===== config.mk =====
export PLATFORM = sky130hd
export DESIGN_NAME = i2c_prefix_slave
export DESIGN_NICKNAME = d
export VERILOG_FILES = /design/src/rtl/i2c_prefix_pkg.sv /design/src/rtl/i2c_line_sync.sv /design/src/rtl/i2c_prefix_match.sv /design/src/rtl/i2c_prefix_slave.sv
export SDC_FILE = /design/constraint.sdc
export NUM_CORES = 1
export LEC_CHECK = 0
export BUFFER_PORTS_ARGS = -buffer_cell sky130_fd_sc_hd__buf_2
export CORE_MARGIN = 2
export CORE_UTILIZATION = 30
export CTS_CLUSTER_DIAMETER = 40
export CTS_CLUSTER_SIZE = 10
export DETAILED_ROUTE_END_ITERATION = 8
export RECOVER_POWER = 50
export SLEW_MARGIN = 10
export SYNTH_ARGS = -nofsm -noshare
export SYNTH_HDL_FRONTEND = slang
export SYNTH_SLANG_ARGS = --single-unit

===== constraint.sdc =====
create_clock -name clk_i -period 2.6 [get_ports clk_i]
set_clock_uncertainty 0.05 [all_clocks]
set_input_delay 0.26 -clock clk_i [delete_from_list [all_inputs] [get_ports clk_i]]
set_output_delay 0.26 -clock clk_i [all_outputs]
set_load 0.01 [all_outputs]

===== src/rtl/i2c_prefix_pkg.sv =====
package i2c_prefix_pkg;
  localparam int ADDR_W = 7;
  localparam int LOW_W  = 2;
  localparam int BYTE_W = 8;

  localparam logic [1:0] PLEN_7 = 2'b00;
  localparam logic [1:0] PLEN_6 = 2'b01;
  localparam logic [1:0] PLEN_5 = 2'b10;

  typedef enum logic [2:0] {
    ST_IDLE,
    ST_ADDR,
    ST_ADDR_ACK,
    ST_WR,
    ST_WR_ACK,
    ST_RD,
    ST_RD_ACK
  } slv_state_e;

  function automatic logic [ADDR_W-1:0] prefix_mask(input logic [1:0] plen);
    case (plen)
      PLEN_6:  prefix_mask = 7'h7E;
      PLEN_5:  prefix_mask = 7'h7C;
      default: prefix_mask = 7'h7F;
    endcase
  endfunction
endpackage


===== src/rtl/i2c_line_sync.sv =====
module i2c_line_sync #(
  parameter int STAGES = 2
) (
  input  logic clk_i,
  input  logic rst_ni,
  input  logic scl_i,
  input  logic sda_i,
  output logic scl_o,
  output logic sda_o,
  output logic start_o,
  output logic stop_o,
  output logic scl_rise_o,
  output logic scl_fall_o
);
  localparam int LINES = 2;

  logic [LINES-1:0]             raw;
  logic [LINES-1:0][STAGES-1:0] chain;
  logic [LINES-1:0]             cur, prev;

  assign raw = {sda_i, scl_i};

  for (genvar g = 0; g < LINES; g++) begin : g_line
    always_ff @(posedge clk_i or negedge rst_ni) begin
      if (!rst_ni) begin
        chain[g] <= '1;
        prev[g]  <= 1'b1;
      end else begin
        chain[g] <= {chain[g][STAGES-2:0], raw[g]};
        prev[g]  <= chain[g][STAGES-1];
      end
    end
    assign cur[g] = chain[g][STAGES-1];
  end

  assign scl_o      = cur[0];
  assign sda_o      = cur[1];
  assign scl_rise_o = cur[0] & ~prev[0];
  assign scl_fall_o = ~cur[0] & prev[0];
  // SDA edge while SCL held high on both samples
  assign start_o    = cur[0] & prev[0] & prev[1] & ~cur[1];
  assign stop_o     = cur[0] & prev[0] & ~prev[1] & cur[1];
endmodule


===== src/rtl/i2c_prefix_match.sv =====
module i2c_prefix_match
  import i2c_prefix_pkg::*;
(
  input  logic [ADDR_W-1:0] rx_addr_i,
  input  logic [ADDR_W-1:0] dev_addr_i,
  input  logic [1:0]        plen_i,
  output logic              hit_o,
  output logic [LOW_W-1:0]  low_o
);
  logic [ADDR_W-1:0] mask;

  assign mask  = prefix_mask(plen_i);
  assign hit_o = ((rx_addr_i ^ dev_addr_i) & mask) == '0;

  always_comb begin
    case (plen_i)
      PLEN_5:  low_o = rx_addr_i[1:0];
      PLEN_6:  low_o = {1'b0, rx_addr_i[0]};
      default: low_o = '0;
    endcase
  end
endmodule


===== src/rtl/i2c_prefix_slave.sv =====
module i2c_prefix_slave
  import i2c_prefix_pkg::*;
#(
  parameter int PTR_W       = 8,
  parameter int SYNC_STAGES = 2
) (
  input  logic              clk_i,
  input  logic              rst_ni,
  input  logic              scl_i,
  input  logic              sda_i,
  output logic              sda_oe_o,
  input  logic [ADDR_W-1:0] dev_addr_i,
  input  logic [1:0]        prefix_len_i,
  output logic [LOW_W-1:0]  low_bits_o,
  output logic [PTR_W-1:0]  mem_addr_o,
  output logic [BYTE_W-1:0] mem_wdata_o,
  output logic              mem_we_o,
  input  logic [BYTE_W-1:0] mem_rdata_i
);
  localparam int CNT_W = $clog2(BYTE_W);
  localparam logic [CNT_W-1:0] LAST_BIT = CNT_W'(BYTE_W - 1);

  logic scl_s, sda_s, start_det, stop_det, scl_rise, scl_fall;

  i2c_line_sync #(.STAGES(SYNC_STAGES)) u_sync (
    .clk_i      (clk_i),
    .rst_ni     (rst_ni),
    .scl_i      (scl_i),
    .sda_i      (sda_i),
    .scl_o      (scl_s),
    .sda_o      (sda_s),
    .start_o    (start_det),
    .stop_o     (stop_det),
    .scl_rise_o (scl_rise),
    .scl_fall_o (scl_fall)
  );

  slv_state_e        state;
  logic [CNT_W-1:0]  cnt;
  logic              got;      // byte complete, or master ACK seen in ST_RD_ACK
  logic [BYTE_W-1:0] rx_sr;
  logic [BYTE_W-2:0] tx_sr;
  logic              sda_oe;
  logic [PTR_W-1:0]  ptr;
  logic              first;
  logic              rw;
  logic [LOW_W-1:0]  low_q;
  logic              we;
  logic [BYTE_W-1:0] wdata;

  logic              hit;
  logic [LOW_W-1:0]  low_cand;

  i2c_prefix_match u_match (
    .rx_addr_i  (rx_sr[BYTE_W-1:1]),
    .dev_addr_i (dev_addr_i),
    .plen_i     (prefix_len_i),
    .hit_o      (hit),
    .low_o      (low_cand)
  );

  always_ff @(posedge clk_i or negedge rst_ni) begin
    if (!rst_ni) begin
      state  <= ST_IDLE;
      cnt    <= '0;
      got    <= 1'b0;
      rx_sr  <= '0;
      tx_sr  <= '0;
      sda_oe <= 1'b0;
      ptr    <= '0;
      first  <= 1'b0;
      rw     <= 1'b0;
      low_q  <= '0;
      we     <= 1'b0;
      wdata  <= '0;
    end else begin
      we <= 1'b0;
      if (we) ptr <= ptr + 1'b1;

      if (start_det) begin
        state  <= ST_ADDR;
        cnt    <= '0;
        got    <= 1'b0;
        sda_oe <= 1'b0;
        first  <= 1'b1;
      end else if (stop_det) begin
        state  <= ST_IDLE;
        got    <= 1'b0;
        sda_oe <= 1'b0;
      end else begin
        unique case (state)
          ST_ADDR, ST_WR: begin
            if (scl_rise) begin
              rx_sr <= {rx_sr[BYTE_W-2:0], sda_s};
              cnt   <= cnt + 1'b1;
              got   <= (cnt == LAST_BIT);
            end else if (scl_fall && got) begin
              got <= 1'b0;
              cnt <= '0;
              if (state == ST_ADDR) begin
                if (hit) begin
                  sda_oe <= 1'b1;
                  rw     <= rx_sr[0];
                  low_q  <= low_cand;
                  state  <= ST_ADDR_ACK;
                end else begin
                  state <= ST_IDLE;
                end
              end else begin
                sda_oe <= 1'b1;
                state  <= ST_WR_ACK;
                if (first) begin
                  ptr   <= PTR_W'(rx_sr);
                  first <= 1'b0;
                end else begin
                  we    <= 1'b1;
                  wdata <= rx_sr;
                end
              end
            end
          end
          ST_ADDR_ACK: begin
            if (scl_fall) begin
              cnt <= '0;
              if (rw) begin
                tx_sr  <= mem_rdata_i[BYTE_W-2:0];
                sda_oe <= ~mem_rdata_i[BYTE_W-1];
                ptr    <= ptr + 1'b1;
                state  <= ST_RD;
              end else begin
                sda_oe <= 1'b0;
                state  <= ST_WR;
              end
            end
          end
          ST_WR_ACK: begin
            if (scl_fall) begin
              sda_oe <= 1'b0;
              state  <= ST_WR;
            end
          end
          ST_RD: begin
            if (scl_fall) begin
              if (cnt == LAST_BIT) begin
                cnt    <= '0;
                sda_oe <= 1'b0;
                state  <= ST_RD_ACK;
              end else begin
                cnt    <= cnt + 1'b1;
                sda_oe <= ~tx_sr[BYTE_W-2];
                tx_sr  <= {tx_sr[BYTE_W-3:0], 1'b0};
              end
            end
          end
          ST_RD_ACK: begin
            if (scl_rise) begin
              got <= ~sda_s;
            end else if (scl_fall) begin
              got <= 1'b0;
              if (got) begin
                tx_sr  <= mem_rdata_i[BYTE_W-2:0];
                sda_oe <= ~mem_rdata_i[BYTE_W-1];
                ptr    <= ptr + 1'b1;
                state  <= ST_RD;
              end else begin
                state <= ST_IDLE;
              end
            end
          end
          default: ;
        endcase
      end
    end
  end

  assign sda_oe_o    = sda_oe;
  assign low_bits_o  = low_q;
  assign mem_addr_o  = ptr;
  assign mem_wdata_o = wdata;
  assign mem_we_o    = we;
endmodule


# [Word level (Yosys, flattened, before mapping)]
# Index checks and enable logic that the tools add are counted.
[word_totals] ff_bits=50 wordCells=170 output_inout_bits=20
[op_classes] n_mux=80 bitwise=20 eq_ne=34 n_reduce_logical=18 n_addsub=2
[ops] operator="$mux 8" n=12
[ops] operator="$mux 3" n=20
[ops] operator="$mux 7" n=7
[ops] operator="$ne 4x4->1 const B" n=10
[ops] operator="$mux 1" n=32
[ops] operator="$pmux 8 s3" n=1
[ops] operator="$pmux 7 s3" n=1
[ops] operator="$ne 2x2->1 const B" n=10
[ops] operator="$reduce_and 10->1" n=2
[ops] operator="$ne 5x5->1 const B" n=3
[ops] operator="$pmux 3 s5" n=1
[ops] operator="$reduce_and 7->1" n=2
[ops] operator="$eq 3x3->1 const B" n=4
[ops] operator="$not 1->1" n=11
[ops] operator="$reduce_and 5->1" n=2
[ops] operator="$pmux 3 s3" n=1
[ops] operator="$reduce_and 9->1" n=1
[ops] operator="$add 8x1->8 const B" n=1
[ops] operator="$pmux 2 s2" n=2
[ops] operator="$reduce_bool 4->1" n=2
[ops] operator="$and 1x1->1" n=7
[ops] operator="$and 7x7->7" n=1
[ops] operator="$logic_not 7->1" n=1
[ops] operator="$reduce_bool 7->1" n=1
[ops] operator="other kinds (16)" n=19

# [Depth between registers and ports, before layout]
[depth] depth_word=11 depth_mapped=10 ltp_nobuf=7

# [Modules after synthesis]
# Synthesis repeated with hierarchy kept, for this count alone.
[hier_totals] hier_cells=288 area_unflattened_um2=2852.7
[by_module_without_submodules] module="i2c_prefix_slave" instances=1 cells_each=260 seq_area_each_um2=1101.1 area_per_inst_um2=2513.7
[by_module_without_submodules] module="i2c_line_sync" instances=1 cells_each=10 seq_area_each_um2=157.7 area_per_inst_um2=190.2
[by_module_without_submodules] module="i2c_prefix_match" instances=1 cells_each=18 seq_area_each_um2=0.0 area_per_inst_um2=148.9

# [Worst setup path before layout]
# OpenSTA, ideal clock, no wires.
[synth_path] path_type="register -> register" from="reg u_sync.prev[0]" to="reg ptr[0] (netlist: mem_addr_o[0])" setup_time_ns=0.126 slack_ns=0.316 period_less_slack_ns=2.284 t_arrival_ns=2.108 path_stages_with_launch=10 cell_sequence="dfstp_2 inv_1 ha_1 buf_2 and3b_1 buf_2 nand3_1 a221oi_4 o22ai_1 a221o_1"
[synth_via] elab_chain_len=7
[synth_rtl] item="start: declaration" line_no="i2c_line_sync.sv:19" text="logic [LINES-1:0] cur, prev;"
[synth_rtl] item="start signal: indexed assignment" line_no="i2c_line_sync.sv:30" text="prev[g] <= chain[g][STAGES-1];"
[synth_rtl] item="$and 1x1->1" line_no="i2c_line_sync.sv:39" text="assign scl_fall_o = ~cur[0] & prev[0];"
[synth_rtl] item="$logic_and 1x1->1" line_no="i2c_prefix_slave.sv:97" text="end else if (scl_fall && got) begin"
[synth_rtl] item="$mux 8" line_no="i2c_prefix_slave.sv:97"
[synth_rtl] item="$mux 8" line_no="i2c_prefix_slave.sv:93" text="if (scl_rise) begin"
[synth_rtl] item="$pmux 8 s3" line_no="i2c_prefix_slave.sv:91" text="unique case (state)"
[synth_rtl] item="$mux 8" line_no="i2c_prefix_slave.sv:86" text="end else if (stop_det) begin"
[synth_rtl] item="$mux 8 (*)" line_no="i2c_prefix_slave.sv:80" text="if (start_det) begin"
[synth_rtl] item="end signal: assignment" line_no="i2c_prefix_slave.sv:78" text="if (we) ptr <= ptr + 1'b1;"
[synth_rtl] item="end signal: assignment" line_no="i2c_prefix_slave.sv:113" text="ptr <= PTR_W'(rx_sr);"
[synth_rtl] item="end signal: assignment" line_no="i2c_prefix_slave.sv:128" text="ptr <= ptr + 1'b1;"
[synth_rtl] item="end: declaration" line_no="i2c_prefix_slave.sv:44" text="logic [PTR_W-1:0] ptr;"
# Mark *: on every way between the ends. The rest lies on a longest branch, timed or not.
# A chain may end at the register's enable or synchronous reset.

# [Worst setup path in the final report]
[layout_path] from="reg u_sync.prev[0]" to="reg wdata[4] (netlist: mem_wdata_o[4])"
[layout_via] elab_chain_len=5
[layout_rtl] item="$and 1x1->1" line_no="i2c_line_sync.sv:41, i2c_line_sync.sv:42"
[layout_rtl] item="$and 1x1->1 (on tied branches) (2 in a row)" line_no="i2c_line_sync.sv:42, i2c_line_sync.sv:41"
[layout_rtl] item="$not 1->1 (no line)"
[layout_rtl] item="$reduce_and 7->1 (no line) (*)"
[layout_rtl] item="end signal: assignment" line_no="i2c_prefix_slave.sv:117" text="wdata <= rx_sr;"
[layout_rtl] item="end: declaration" line_no="i2c_prefix_slave.sv:49" text="logic [BYTE_W-1:0] wdata;"
# Marked as above.

==> out/qor.csv <==
metric;value;unit
Ports;41;
status;finished, final reports clean;
Yosys top cell by area;dfrtp_1;
Synth Instances;281;
worst rel slew slack;34.40;%
sequential fraction of the synthesis area;43.57;%
Final Max Tran Viols;0;
Setup-failing EPs final;0;
post-synth top area share;38.11;%
Initial Util;31.12;%
period utilization;87.27;%
Synth warnings;0;
fin area;3367;sq um
Post-synth EDFFs;0;
top_reg_cell synth;dfrtp_1;
Slew @ Worst Pin;983.9;ps
fmax;0.4407;GHz
CTS Sinks;50;
RePlAce Congestion;0.9127;
Routed Antenna Nets;0;
via count;2268;
Synth area leaders;dfrtp_1 (38%), dfstp_2 (5.5%), mux2_1 (4.3%);
H-tree levels;2;
share of cells above drive strength 1;21.41;%
Synth Cell Area;2889;sq um
DR pass1 iterations;5;
worst path arrival time;2420;ps
IO Port Bufs;40;
sum of negative setup slack;0;ps
vias in the first global route;2208;
Power Dens Cells;696.3;nW/um^2
DR top layer;met4;
largest fanout on the critical path;9;
Core Area;9284;sq um
WL per Instance;14.06;microns
met1 WL;3195;microns
share of flip-flops with an asynchronous set or reset;100.0;%
met2 WL;2846;microns
Period minus WS final;2269;ps
Static Leak;1.633;nW
# DRC;0;
data required time of the critical path;2750;ps
crit path kind;register to register;
Site Rows;35;
Seq cells post-synth;50;
Num CTS Buffers;5;
Worst setup EP type;register;
GRT overflow;0;
max cap viols;0;
final WL;6413;microns
CTS clock-pin slew for the worst setup and hold paths;100;ps
die area;10430;sq um
initial DRC count;156;
Final #Nets;356;
chip height;102.1;microns
Net Count, Synth;311;
Skew-Pair Late Insertion Delay;310;ps
VDD IR max;0.4125;mV
Final Hold Fails;0;
Ant. Diodes;0;
initial antenna violation count;0;
CTS tree;done;
routed vias/inst;4.974;
Yosys cell types;60;
die width;102.1;microns
Area Overhead vs Synth;16.54;%
largest net degree at the start of global routing;19;
syn_area_per_cell;10.28;sq um
Overall Global Routing Usage;12.94;%
Post-CTS Setup Bufs;0;
WL met3;326;microns
CTS Root Cell;clkbuf_8;
unrepaired setup endpoints after global routing;no;
filler cell count;977;
worst-case clock buffer depth;2;
startpoint types;register;
instance area after placement;3233;sq um
detailed placement HPWL;4910;microns
Worst Hold Class;primary input to register;
first-pass GRT wire length;10810;microns
[where the power goes]
part | switching [W] | internal [W] | total (W)
Sequential | 0.000153 | 0.000901 | 0.00105
Clock | 0.000286 | 0.000294 | 0.000579
Combinational | 0.000394 | 0.000317 | 0.000711
Total | 0.000833 | 0.00151 | 0.00234
[placed cells by master, fill, tap and decap left out, drive strengths merged, types with 4 or more instances in the layout]
master and count:
xor2 11, xnor2 5, dfstp 6, mux2i 8, clkbuf 12, o31ai 4
dfrtp 44, o22ai 7, nor3 6, nor2b 6, mux2 19, inv 16
buf 43, nor2 17, a22oi 5, o2111ai 4, o21ai 21, nand2 20
a21oi 4, ha 9
[cells by family (layout without fill, tap and decap cells)]
logic type / count (synthesis) / after routing / synth area share [%]
muxes: 27 / 27 / 10.18
AOI/OAI and AO/OA: 72 / 72 / 18.19
DFF: 50 / 50 / 43.57
and+or+nand+nor: 77 / 77 / 14.16
adders and majority gates: 9 / 9 / 3.898
xor gates and xnor gates: 16 / 16 / 4.850
buffers and inverters: 30 / 76 / 5.154
[layer usage]
layer | vias up | GRT usage, %
li1 | 1112 | -
met1 | 1096 | 18.92
met2 | 53 | 19.69
met3 | 7 | 3.078
met4 | 0 | 2.462
met5 | - | 0
[worst paths after layout]
check,from,end,slack [ps],depth (start not counted)
worst max register to register,u_sync.prev[0],mem_wdata_o[4],330,6
max in group asynchronous,rst_ni,tx_sr[4],570,3
worst min register to register,u_sync.chain[2],u_sync.sda_o,320,0
worst max-delay path,u_sync.prev[0],mem_wdata_o[4],330,6
min in group asynchronous,rst_ni,cnt[1],580,2
worst min-delay path,mem_rdata_i[0],tx_sr[0],130,3
[cell usage after synthesis, types with 3 or more instances]
master	count
dfrtp_1	44
nand2_1	20
nor2_1	17
inv_1	13
o21ai_0	12
mux2_1	11
xor2_1	11
ha_1	9
o21ai_1	9
mux2_2	8
mux2i_1	8
o22ai_1	7
dfstp_2	6
nor2b_1	6
nor3_1	6
a22oi_1	5
buf_2	5
clkbuf_1	5
xnor2_1	5
a21oi_1	4
o2111ai_1	4
o31ai_1	4
a221o_1	3
and2_1	3
and3_1	3
and3b_1	3
buf_6	3
nand3_1	3
[worst max-delay path: stages, from the launching register on]
cell and delay [ps]:
dfstp_2 550, inv_1 40, ha_1 180, and3b_1 320, nand3_1 110, or3_1 530, mux2_1 380
[final cells by class]
type	instances	area [sq um]	share of cell area (%)
Clock buffer	5	68.82	2.044
Tap cell	129	161.4	4.794
Multi-Input combinational cell	201	1481	44.00
Clock inverter	3	48.80	1.449
Sequential cell	50	1259	37.38
Timing Repair Buffer	53	291.5	8.659
Inverter	15	56.30	1.672
[flip-flops by register name, summed over array words and instances (netlist names), 2 cells and up]
signal,cells
mem_addr_o,8
mem_wdata_o,8
rx_sr,8
tx_sr,7
cnt,3
state,3
low_bits_o,2
u_sync.chain,2
u_sync.prev,2
[per-stage QoR]
stage | std cells | hold slack, ps | worst slack [ps] | utilization, % | total power, W
3_3_place_gp | 445 | 165.9 | 365.9 | 34.82 | 0.001766
6_report | 456 | 126.4 | 330.9 | 36.27 | 0.002344
2_1_floorplan | 281 | -85.59 | 315.9 | - | 0.001590
3_5_place_dp | 445 | 163.2 | 322.9 | 34.82 | 0.001774
5_1_grt | 456 | 120.4 | 171.3 | 36.27 | 0.002495
4_1_cts | 456 | 122.8 | 307.4 | 36.42 | 0.002364
[what timing repair did]
action | in CTS | in global routing
gates resized for setup | 0 | 0
hold buffers | 3 | 0
hold endpoints to repair | 12 | 0
Note: power is estimated with default switching activity, not from simulation.
